### src/rtl/hsp_pkg.sv
package hsp_pkg;
  localparam int DW_DEFAULT = 8;
  localparam logic [1:0] CA_DATA = 2'd0;
  localparam logic [1:0] CA_CMD  = 2'd1;
  localparam logic [1:0] CA_CTRL = 2'd2;
  localparam int ST_READY = 0;
  localparam int ST_PEND  = 1;
  localparam int ST_IRQ   = 2;
  localparam int CT_IRQ   = 0;
  localparam int CT_CLR   = 1;
endpackage

### src/rtl/hsp_sync.sv
module hsp_sync #(
  parameter int W = 1,
  parameter int STAGES = 2,
  parameter logic [W-1:0] RST_VAL = '0
) (
  input  logic         clk,
  input  logic         rst,
  input  logic [W-1:0] d,
  output logic [W-1:0] q
);
  logic [W-1:0] chain [STAGES];

  generate
    for (genvar i = 0; i < STAGES; i++) begin : g_stage
      always_ff @(posedge clk) begin
        if (rst) chain[i] <= RST_VAL;
        else if (i == 0) chain[i] <= d;
        else chain[i] <= chain[(i == 0) ? 0 : i-1];
      end
    end
  endgenerate

  assign q = chain[STAGES-1];
endmodule

### src/rtl/hsp_strobe.sv
module hsp_strobe #(
  parameter int DW = 8,
  parameter int ADDR_BIT = 1
) (
  input  logic          clk,
  input  logic          rst,
  input  logic          mux_mode,
  input  logic          s_cs_n,
  input  logic          s_rd_n,
  input  logic          s_wr_n,
  input  logic          s_ale,
  input  logic [DW-1:0] s_din,
  output logic          wr_data_ev,
  output logic          wr_cmd_ev,
  output logic [DW-1:0] wr_byte,
  output logic          rd_data_ev,
  output logic          cur_sel
);
  logic          addr_lat;
  logic          wr_prev, rd_prev;
  logic [DW-1:0] hold_data;
  logic          hold_sel, hold_cs;
  logic          wr_rise, rd_fall;

  assign cur_sel = mux_mode ? addr_lat : s_ale;
  assign wr_rise = s_wr_n && !wr_prev;
  assign rd_fall = !s_rd_n && rd_prev && !s_cs_n;

  always_ff @(posedge clk) begin
    if (rst) begin
      addr_lat   <= 1'b0;
      wr_prev    <= 1'b1;
      rd_prev    <= 1'b1;
      hold_data  <= '0;
      hold_sel   <= 1'b0;
      hold_cs    <= 1'b0;
      wr_data_ev <= 1'b0;
      wr_cmd_ev  <= 1'b0;
      wr_byte    <= '0;
      rd_data_ev <= 1'b0;
    end else begin
      wr_prev <= s_wr_n;
      rd_prev <= s_rd_n;
      if (mux_mode && s_ale) addr_lat <= s_din[ADDR_BIT];
      if (!s_wr_n) begin
        hold_data <= s_din;
        hold_sel  <= cur_sel;
        hold_cs   <= !s_cs_n;
      end
      wr_data_ev <= wr_rise && hold_cs && !hold_sel;
      wr_cmd_ev  <= wr_rise && hold_cs && hold_sel;
      if (wr_rise) wr_byte <= hold_data;
      rd_data_ev <= rd_fall && !cur_sel;
    end
  end

  p_wr_excl_r3: assert property (@(posedge clk) disable iff (rst)
    !(wr_data_ev && wr_cmd_ev));
  p_cs_gate_r2: assert property (@(posedge clk) disable iff (rst)
    (wr_data_ev || wr_cmd_ev) |-> $past(hold_cs));
endmodule

### src/rtl/hsp_port.sv
module hsp_port #(
  parameter int DW = hsp_pkg::DW_DEFAULT,
  parameter int SYNC_STAGES = 2,
  parameter int ADDR_BIT = 1
) (
  input  logic          clk,
  input  logic          rst,
  input  logic          mux_mode,
  input  logic          bus_cs_n,
  input  logic          bus_rd_n,
  input  logic          bus_wr_n,
  input  logic          bus_ale,
  input  logic [DW-1:0] bus_din,
  output logic [DW-1:0] bus_dout,
  output logic          bus_oe,
  output logic          host_irq,
  input  logic [1:0]    core_addr,
  input  logic          core_wr,
  input  logic [DW-1:0] core_wdata,
  output logic [DW-1:0] core_rdata
);
  import hsp_pkg::*;

  localparam int SW = DW + 4;
  localparam logic [SW-1:0] SYNC_RST = {4'b1110, {DW{1'b0}}};

  logic [SW-1:0] s_bus;
  logic          s_cs_n, s_rd_n, s_wr_n, s_ale;
  logic [DW-1:0] s_din;

  hsp_sync #(.W(SW), .STAGES(SYNC_STAGES), .RST_VAL(SYNC_RST)) u_sync (
    .clk(clk), .rst(rst),
    .d({bus_cs_n, bus_rd_n, bus_wr_n, bus_ale, bus_din}),
    .q(s_bus)
  );
  assign {s_cs_n, s_rd_n, s_wr_n, s_ale, s_din} = s_bus;

  logic          wr_data_ev, wr_cmd_ev, rd_data_ev, cur_sel;
  logic [DW-1:0] wr_byte;

  hsp_strobe #(.DW(DW), .ADDR_BIT(ADDR_BIT)) u_strobe (
    .clk(clk), .rst(rst), .mux_mode(mux_mode),
    .s_cs_n(s_cs_n), .s_rd_n(s_rd_n), .s_wr_n(s_wr_n), .s_ale(s_ale),
    .s_din(s_din),
    .wr_data_ev(wr_data_ev), .wr_cmd_ev(wr_cmd_ev), .wr_byte(wr_byte),
    .rd_data_ev(rd_data_ev), .cur_sel(cur_sel)
  );

  logic [DW-1:0] din_reg, cmd_reg, dout_reg, status;
  logic          ready, pend, irq_r;
  logic          cw_data, cw_ctrl;

  assign cw_data = core_wr && (core_addr == CA_DATA);
  assign cw_ctrl = core_wr && (core_addr == CA_CTRL);

  always_comb begin
    status = '0;
    status[ST_READY] = ready;
    status[ST_PEND]  = pend;
    status[ST_IRQ]   = irq_r;
  end

  always_ff @(posedge clk) begin
    if (rst) begin
      din_reg  <= '0;
      cmd_reg  <= '0;
      dout_reg <= '0;
      ready    <= 1'b0;
      pend     <= 1'b0;
      irq_r    <= 1'b0;
    end else begin
      if (wr_data_ev) din_reg <= wr_byte;
      if (wr_cmd_ev)  cmd_reg <= wr_byte;
      if (cw_data) dout_reg <= core_wdata;
      if (cw_data) ready <= 1'b1;
      else if (rd_data_ev) ready <= 1'b0;
      if (wr_cmd_ev) pend <= 1'b1;
      else if (cw_ctrl && core_wdata[CT_CLR]) pend <= 1'b0;
      if (cw_ctrl) irq_r <= core_wdata[CT_IRQ];
    end
  end

  always_ff @(posedge clk) begin
    if (rst) begin
      bus_dout   <= '0;
      core_rdata <= '0;
    end else begin
      bus_dout <= cur_sel ? status : dout_reg;
      case (core_addr)
        CA_DATA: core_rdata <= din_reg;
        CA_CMD:  core_rdata <= cmd_reg;
        CA_CTRL: core_rdata <= status;
        default: core_rdata <= '0;
      endcase
    end
  end

  assign bus_oe   = !bus_cs_n && !bus_rd_n;
  assign host_irq = irq_r;

  p_ready_set_r9: assert property (@(posedge clk) disable iff (rst)
    cw_data |=> ready);
  p_pend_set_r4: assert property (@(posedge clk) disable iff (rst)
    wr_cmd_ev |=> pend);
  p_cmd_hold_r4: assert property (@(posedge clk) disable iff (rst)
    !wr_cmd_ev |=> $stable(cmd_reg));
  p_din_hold_r3: assert property (@(posedge clk) disable iff (rst)
    !wr_data_ev |=> $stable(din_reg));
  p_irq_ctrl_r10: assert property (@(posedge clk) disable iff (rst)
    cw_ctrl |=> (host_irq == $past(core_wdata[CT_IRQ])));
endmodule

### config.mk
export PLATFORM = sky130hd
export DESIGN_NAME = hsp_port
export DESIGN_NICKNAME = d
export VERILOG_FILES = /design/src/rtl/hsp_pkg.sv /design/src/rtl/hsp_sync.sv /design/src/rtl/hsp_strobe.sv /design/src/rtl/hsp_port.sv
export SDC_FILE = /design/constraint.sdc
export NUM_CORES = 1
export LEC_CHECK = 0
export ABC_AREA = 0
export ABC_CLOCK_PERIOD_IN_PS = 900
export BUFFER_PORTS_ARGS = -buffer_cell sky130_fd_sc_hd__buf_2
export CAP_MARGIN = 20
export CORE_MARGIN = 2
export CORE_UTILIZATION = 50
export CTS_CLUSTER_DIAMETER = 80
export DETAILED_ROUTE_END_ITERATION = 12
export GPL_TIMING_DRIVEN = 1
export PLACE_DENSITY = 0.74
export SKIP_LAST_GASP = 1
export SLEW_MARGIN = 20
export SYNTH_ARGS = -nofsm -noshare
export SYNTH_HDL_FRONTEND = slang
export SYNTH_SLANG_ARGS = --single-unit
### constraint.sdc
create_clock -name clk -period 0.9 [get_ports clk]
set_input_delay 0.045 -clock clk [delete_from_list [all_inputs] [get_ports clk]]
set_output_delay 0.045 -clock clk [all_outputs]
set_load 0.02 [all_outputs]
==> results.md, run 1 <==
- Setup TNS: -1.71 ns
- Final slew viol count: 0
- Rel. slew slack: 0.780
- Final wirelength: 5.39 mm
- Maximum VDD drop: 1.34 mV
- N_diodes: 0
- GRT Overall Usage: 0.174
- Hold WC Path Type: in -> reg
- Number of global-route vias before repair: 2009
- RSZ-0062 raised after global routing: yes
- Wire per inst: 12.2 um
- Placed cells: 402
- Row count: 28
- Asr flop ratio synth: 0
- Starting Density: 0.513
- Htree depth: 3
- Crit-path max FO: 6
- Final hold violation count: 0
- Vias: 2075
- Pleak: 1.75 nW
- CTS tree: done
- Final WS setup: -0.158 ns
- Commonest non-fill, non-tap cell in the layout: dfxtp_1
- DRC errors left: 0
- Skew-Pair Late Insertion Delay: 0.34 ns
- Core Area: 5890 um^2
- Final nets: 389
- Pwr dens: 1780 nW/um^2
- Die X: 81.7 um
- GPL Wtd Cong: 0.761
- Worst endpoint required time: 1.19 ns
- Unique masters post-synth: 25
- Die span in y: 81.7 um
- Cells after Synth: 284
- Failing checks: negative setup slack
- Die area: 6670 um^2
- Pre-antenna DRT Iters: 4
- Multiplexer area fraction after synthesis: 0.153
- Filler Cell Count: 442
- Hold Path Cell Cnt: 4
- Post-Synth XOR/XNOR Area: 0
- Sequential fraction of the synthesis area: 0.604
- Tot Pwr: 7.17 mW
- Syn nets: 310
- CTS Buf Count: 9
- Fmax: 945 MHz
- Adder-cell share of the synthesized area: 0
- Most frequent cells in the layout: dfxtp_1 (84), nor2_1 (47), mux2i_1 (44)
- Pin count of the biggest net entering global routing: 26
- Initial antenna violation count: 0
- Critical Path, Cell by Cell: mux2i_4 > nor2b_4 > and2_1
- I/O pin total: 44
- First-pass GRT wire length: 8.65 mm
- Largest family of logic cells by synthesized area: simple AND/OR/NAND/NOR gates
- Share of cells above drive strength 1: 0.314
- Layout Cells excl Fill: 441
- Synth Area in Compound Gates: 0.0328
- Root cell of the clock tree: clkbuf_8
- Number of max-cap violations: 0
- Status: finished, violations left
- Crit start category: flop
- Yosys warns: 0
- Min Hold Slack: 0.0408 ns
- Fin crit share: 1.18
- Register bit total from synthesis: 91
- DR vias/cell: 4.71
- Core Util, Final: 0.684
- Antenna-violating nets left: 0
- Total congestion overflow: 0
- Drt initial violations: 102
- Max FFs per register: 24
- Post-Route Skew: 0.00557 ns
- Main synth FF type: dfxtp_1
- WP data arrival: 1.35 ns
- Number of synthesized flops with an enable pin: 0
- WS Path Type: reg -> reg
- Synth Cell Area: 3020 um^2
- Worst Reg-to-Reg Cells: 3
- Crit-path slowest cell: dfxtp_2
- Worst Max-Slew Pin Slew: 0.323 ns
- Post-Syn Area per Cell: 10.6 um^2
- Setup violators final: 20
- Buffers on Ports: 43
- Type of element capturing the critical path: flop
- Clock Sinks: 91
- Synth-to-layout area growth: 33.4%
- Post-Synth Simple-Gate Area: 0.173
- Biggest register: u_sync.chain
- Clk slew on worst S/H paths: 0.08 ns
- CTS Buffer Depth: 2
- Hpwl dp: 3.29 mm
- Delay of the slowest critical-path stage: 0.34 ns
- Final Critical Period: 1.06 ns
-- logic make-up (layout without fill, tap and decap cells) --
kind of cell,Yosys count,after routing
mux,45,45
simple gates,107,107
buf+inv,24,106
flops,91,91
compound gates,17,17
-- worst paths after layout --
kind,start,to,slack (ns)
hold reg to reg,u_sync.chain[0][10]$_SDFF_PP1_,u_sync.chain[1][10]$_SDFF_PP1_,0.41
setup reg to reg,u_sync.chain[1][8]$_SDFF_PP0_,bus_dout[7]$_SDFF_PP0_,-0.16
setup / recovery,u_sync.chain[1][8]$_SDFF_PP0_,bus_dout[7]$_SDFF_PP0_,-0.16
hold / removal,mux_mode,u_strobe.addr_lat$_SDFFE_PP0P_,0.04
-- metal layers --
layer | vias up | share of wire | global-route usage
li1 | 1073 | - | -
met1 | 957 | 0.43 | 0.188
met2 | 34 | 0.51 | 0.307
met3 | 11 | 0.036 | 0.0505
met4 | 0 | 0.019 | 0.0933
met5 | - | 0 | 0
-- layout make-up --
| cell class | instances | area [um^2] | area share |
|---|---|---|---|
| clock inverters | 3 | 40.0 | 0.00995 |
| multi-input cells | 169 | 1200 | 0.298 |
| flip-flops and latches | 91 | 1840 | 0.456 |
| clock buffers | 11 | 141 | 0.0351 |
| well taps | 75 | 93.8 | 0.0233 |
| inverters | 7 | 26.3 | 0.00653 |
| repair buffers | 85 | 689 | 0.171 |
-- cells in the mapped netlist, drive strengths merged (2+ instances only) --
cell	n	area share
a21oi	12	0.020
and2	5	0.010
and4b	2	0.0066
buf	14	0.024
clkbuf	3	0.0037
dfxtp	91	0.60
inv	7	0.0087
mux2i	45	0.15
nand2	19	0.024
nand2b	2	0.0041
nor2	47	0.058
nor2b	20	0.044
o32ai	3	0.0087
or2	8	0.017
-- timing repair --
action / CTS / global route
setup endpoints to repair: 27 / 33
hold buffers: 21 / 0
endpoints found under the hold margin: 22 / 0
cloned: 1 / 0
pin swaps: 2 / 13
gates resized for setup: 12 / 38
setup buffers: 2 / 2
-- metrics by stage --
step,setup WS [ns],area [um^2]
6_report,-0.158,4030
5_1_grt,-0.217,4030
4_1_cts,-0.137,3860
3_5_place_dp,-0.132,3430
3_3_place_gp,-0.0952,3430
2_1_floorplan,-0.00880,3020
-- worst max-delay path: cells and delay by family, from the launching register on --
kind / cells / cell delay (ns)
simple gates: 2 / 0.38
flops: 1 / 0.34
mux: 1 / 0.29
-- power by group --
| group | switching, mW | leakage [nW] | internal (mW) |
|---|---|---|---|
| Sequential | 0.0341 | 0.742 | 4.10 |
| Combinational | 0.206 | 0.910 | 0.260 |
| Clock | 1.25 | 0.0950 | 1.32 |
Power figures use the tool's default switching activity.
==> inputs of run 2 (changes only) <==
--- a/config.mk
+++ b/config.mk
@@ -19,4 +19,5 @@
 export SLEW_MARGIN = 20
 export SYNTH_ARGS = -nofsm -noshare
 export SYNTH_HDL_FRONTEND = slang
+export SYNTH_HIERARCHICAL = 1
 export SYNTH_SLANG_ARGS = --single-unit
==> results.md, run 2 <==
- Top-count cell post-synth: dfxtp_1
- Pre-antenna DRT Iters: 4
- Core Area: 5960 um^2
- Antenna-violating nets left: 0
- Final slew viol count: 0
- First-pass GRT wire length: 8.74 mm
- Rel. slew slack: 0.765
- Post-Synth XOR/XNOR Area: 0
- Maximum VDD drop: 1.27 mV
- Wire per inst: 12.2 um
- GRT Overall Usage: 0.173
- RSZ-0062 raised after global routing: yes
- Setup violators final: 17
- Yosys warns: 6
- Worst endpoint required time: 1.14 ns
- Filler Cell Count: 467
- Sequential fraction of the synthesis area: 0.588
- Fmax: 995 MHz
- Clk slew on worst S/H paths: 0.08 ns
- Pwr dens: 1740 nW/um^2
- Final hold violation count: 0
- Syn nets: 312
- CTS Buffer Depth: 2
- Asr flop ratio synth: 0
- Drt initial violations: 106
- Final WS setup: -0.105 ns
- Biggest register: u_sync/chain
- Met2 GRT Util: 0.296
- Total congestion overflow: 0
- Number of max-cap violations: 0
- Buffers on Ports: 43
- N_diodes: 0
- Commonest non-fill, non-tap cell in the layout: dfxtp_1
- Final wirelength: 5.40 mm
- Clock Sinks: 91
- GPL Wtd Cong: 0.730
- I/O pin total: 44
- Synth Area in Compound Gates: 0.0319
- Synth cell count leaders: dfxtp_1 (91), mux2i_1 (45), nor2_1 (38)
- Tot Pwr: 6.95 mW
- R2R setup slack: -0.11 ns
- Synth Cell Area: 3100 um^2
- Pin count of the biggest net entering global routing: 33
- Synth top area cells: dfxtp_1 (59%), mux2i_1 (15%), nor2_1 (4.6%)
- Share of the synthesized area in the top cell type: 0.588
- Failing checks: negative setup slack
- Post-Syn Area per Cell: 10.8 um^2
- Status: finished, violations left
- Skew-Pair Late Insertion Delay: 0.35 ns
- Crit path launch: u_sync/chain[1][8]$_SDFF_PP0_
- Final Critical Period: 1.01 ns
- Final nets: 387
- Multiplexer area fraction after synthesis: 0.150
- Root cell of the clock tree: clkbuf_8
- Cells after Synth: 286
- Die area: 6840 um^2
- Reg2reg start: u_sync/chain[1][8]$_SDFF_PP0_
- Synth area leader: dfxtp_1
- Crit start category: flop
- Die X: 82.7 um
- Max FFs per register: 24
- DR vias/cell: 4.77
- Unique masters post-synth: 26
- WP data arrival: 1.25 ns
- Starting Density: 0.520
- Row count: 28
- GRT busiest layer: met2
- Worst Max-Slew Pin Slew: 0.353 ns
- Adder-cell share of the synthesized area: 0
- Initial antenna violation count: 0
- Vias: 2104
- Post-Synth Simple-Gate Area: 0.195
- CTS tree: done
- Min-delay src: mux_mode
- Main synth FF type: dfxtp_1
- Share of cells above drive strength 1: 0.284
- Layout Cells excl Fill: 441
- Pleak: 1.66 nW
- Most frequent cells in the layout: dfxtp_1 (84), mux2i_1 (43), nor2_1 (37)
- Post-Route Skew: 0.00618 ns
- Grt met1 use: 0.201
- Number of synthesized flops with an enable pin: 0
- Met3 Usage GRT: 0.0685
- Placed cells: 401
- Synth-to-layout area growth: 28.8%
- Type of element capturing the critical path: flop
- WS Path Type: reg -> reg
- Min Hold Slack: 0.0451 ns
- Hpwl dp: 3.35 mm
- Fin crit share: 1.12
- Htree depth: 3
- Register bit total from synthesis: 91
- Die span in y: 82.7 um
- Crit-path max FO: 6
- CTS Buf Count: 9
- Hold WC Path Type: in -> reg
- Number of global-route vias before repair: 1990
- DRC errors left: 0
- Largest family of logic cells by synthesized area: simple AND/OR/NAND/NOR gates
- Setup TNS: -1.13 ns
[run 2: per-layer routing]
layer  vias up  share of wire
met4         0          0.010
met5         -              0
met3         7          0.050
met1       969           0.44
li1       1079              -
met2        49           0.50
[run 2: area by class of cell]
type	instances	area, um^2	area share
Multi-Input combinational cell	177	1260	0.316
Sequential cell	91	1830	0.459
Inverter	3	11.3	0.00282
Tap cell	75	93.8	0.0235
Clock inverter	6	40.0	0.0100
Clock buffer	10	128	0.0320
Timing Repair Buffer	79	626	0.157
[run 2: report_power, final]
group / leakage [nW] / switching (mW) / internal [mW] / total, mW
logic: 0.828 / 0.201 / 0.245 / 0.446
registers: 0.743 / 0.0332 / 4.10 / 4.14
clock network: 0.0868 / 1.36 / 1.01 / 2.37
[run 2: timing repair]
| action | CTS | global route |
|---|---|---|
| hold buffers | 21 | 0 |
| cloned | 0 | 1 |
| gates resized for setup | 11 | 37 |
| endpoints found under the hold margin | 23 | 0 |
| pin swaps | 5 | 14 |
| setup buffers | 2 | 0 |
| setup endpoints to repair | 28 | 44 |
[run 2: path summary, 6_finish.rpt]
check | to | depth (start not counted)
hold reg to reg | u_sync/chain[1][10]$_SDFF_PP1_ | 1
hold / removal | u_strobe/addr_lat$_SDFFE_PP0P_ | 4
setup reg to reg | bus_dout[2]$_SDFF_PP0_ | 3
setup / recovery | bus_dout[2]$_SDFF_PP0_ | 3
[run 2: worst max-delay path, cell delays in order (launching register included)]
cell	delay, ns
dfxtp_2	0.33
mux2_4	0.33
mux2i_1	0.19
nor2_1	0.05
[run 2: logic make-up after synthesis]
family,Yosys count
DFF,91
buffers and inverters,19
and+or+nand+nor,115
muxes,46
AOI/OAI and AO/OA,15
[run 2: stage by stage]
step	utilization	worst slack, ns	cell area [um^2]
3_3_place_gp	0.579	-0.0547	3450
2_1_floorplan	-	-0.0175	3110
3_5_place_dp	0.579	-0.0819	3450
6_report	0.670	-0.105	3990
4_1_cts	0.650	-0.0834	3870
5_1_grt	0.670	-0.165	3990
==> inputs of run 3 (changes only) <==
--- a/config.mk
+++ b/config.mk
@@ -15,6 +15,7 @@
 export DETAILED_ROUTE_END_ITERATION = 12
 export GPL_TIMING_DRIVEN = 1
 export PLACE_DENSITY = 0.74
+export REMOVE_ABC_BUFFERS = 1
 export SKIP_LAST_GASP = 1
 export SLEW_MARGIN = 20
 export SYNTH_ARGS = -nofsm -noshare
==> results.md, run 3 (synthesis gave the netlist of run 2 again) <==
- Final hold violation count: 0
- Row count: 28
- Share of cells above drive strength 1: 0.285
- Max FFs per register: 24
- DR vias/cell: 4.77
- Hpwl dp: 3.42 mm
- Crit start category: flop
- Crit-path slowest cell: dfxtp_2
- Most frequent cells in the layout: dfxtp_1 (84), mux2i_1 (44), nor2_1 (37)
- Final slew viol count: 0
- Fin crit share: 1.12
- RSZ-0062 raised after global routing: yes
- Final wirelength: 5.59 mm
- Htree depth: 3
- Clk slew on worst S/H paths: 0.09 ns
- Min Hold Slack: 0.0627 ns
- Reg area: 1840 um^2
- Delay of the slowest critical-path stage: 0.33 ns
- Wire per inst: 12.6 um
- WP data arrival: 1.26 ns
- GPL Wtd Cong: 0.736
- Final Critical Period: 1.01 ns
- CTS Buf Count: 9
- Pwr dens: 1760 nW/um^2
- N_diodes: 0
- Antenna-violating nets left: 0
- Biggest register: u_sync/chain
- Buffers on Ports: 43
- Post-Route Skew: 0.00898 ns
- Vias: 2119
- Number of max-cap violations: 0
- Clock Sinks: 91
- I/O pin total: 44
- Synth-to-layout area growth: 30.9%
- Critical Path, Cell by Cell: mux2_4 > mux2i_1 > nor2_1
- Number of global-route vias before repair: 1961
- First-pass GRT wire length: 8.67 mm
- Type of element capturing the critical path: flop
- Die area: 6840 um^2
- Worst endpoint required time: 1.15 ns
- Total congestion overflow: 0
- Pleak: 1.66 nW
- DRC errors left: 0
- Final WS setup: -0.107 ns
- Die span in y: 82.7 um
- Rel. slew slack: 0.831
- Core Util, Final: 0.681
- CTS Buffer Depth: 2
- Filler Cell Count: 466
- WS Path Type: reg -> reg
- Root cell of the clock tree: clkbuf_8
- GRT Overall Usage: 0.173
- Crit-path max FO: 6
- Commonest non-fill, non-tap cell in the layout: dfxtp_1
- Core Area: 5960 um^2
- Final nets: 390
- Drt initial violations: 57
- Failing checks: negative setup slack
- Starting Density: 0.520
- Worst Max-Slew Pin Slew: 0.252 ns
- Setup violators final: 16
- Status: finished, violations left
- Hold WC Path Type: in -> reg
- Pin count of the biggest net entering global routing: 25
- CTS tree: done
- Skew-Pair Late Insertion Delay: 0.36 ns
- Initial antenna violation count: 0
- Multi-input combinational cell area: 1250 um^2
- R2R setup slack: -0.11 ns
- Die X: 82.7 um
- Fmax: 993 MHz
- Pre-antenna DRT Iters: 4
- Maximum VDD drop: 1.08 mV
run 3: power by group:
group,internal [mW],switching [mW]
registers,4.10,0.0317
clock network,1.04,1.50
logic,0.256,0.201
total,5.40,1.73
run 3: what timing repair did:
| item | CTS | global route |
|---|---|---|
| cloned | 1 | 2 |
| buffers inserted | 2 | 0 |
| hold endpoints to repair | 21 | 0 |
| resized for setup | 13 | 36 |
| pin swaps | 5 | 7 |
| endpoints found under the setup margin | 25 | 41 |
| hold buffers | 21 | 0 |
run 3: metal layers:
metal  GRT usage  wire length (um)
met1       0.198              2490
met2       0.290              2780
met3      0.0457               203
met4      0.0984               113
met5           0                 0
run 3: worst max-delay path: cells and delay by family (launching register included):
family           cells  cell delay, ns
DFF                  1            0.33
muxes                2            0.52
and+or+nand+nor      1            0.05
run 3: stage by stage:
stage	std cells	area (um^2)	setup WS (ns)	setup TNS, ns	power (mW)
detailed placement	402	3460	-0.181	-1.33	4.58
global placement	402	3460	-0.136	-0.770	4.57
finish	444	4060	-0.107	-0.798	7.13
global route	444	4060	-0.127	-1.47	7.40
CTS	442	3910	-0.109	-0.718	7.16
floorplan	270	3000	-0.446	-9.68	4.38
run 3: area by class of cell:
| cell class | instances | share of cell area |
|---|---|---|
| clock buffer | 9 | 0.0305 |
| clock inverter | 7 | 0.0145 |
| inverter | 3 | 0.00278 |
| multi-input combinational | 177 | 0.308 |
| sequential | 91 | 0.452 |
| tap | 75 | 0.0231 |
| timing repair buffer | 82 | 0.168 |
run 3: final timing paths:
check	startpoint	endpoint	cells after the start
worst max register to register	u_sync/chain[1][8]$_SDFF_PP0_	bus_dout[1]$_SDFF_PP0_	3
worst max-delay path	u_sync/chain[1][8]$_SDFF_PP0_	bus_dout[1]$_SDFF_PP0_	3
worst min register to register	u_sync/chain[0][9]$_SDFF_PP1_	u_sync/chain[1][9]$_SDFF_PP1_	1
worst min-delay path	core_addr[1]	core_rdata[2]$_SDFF_PP0_	3
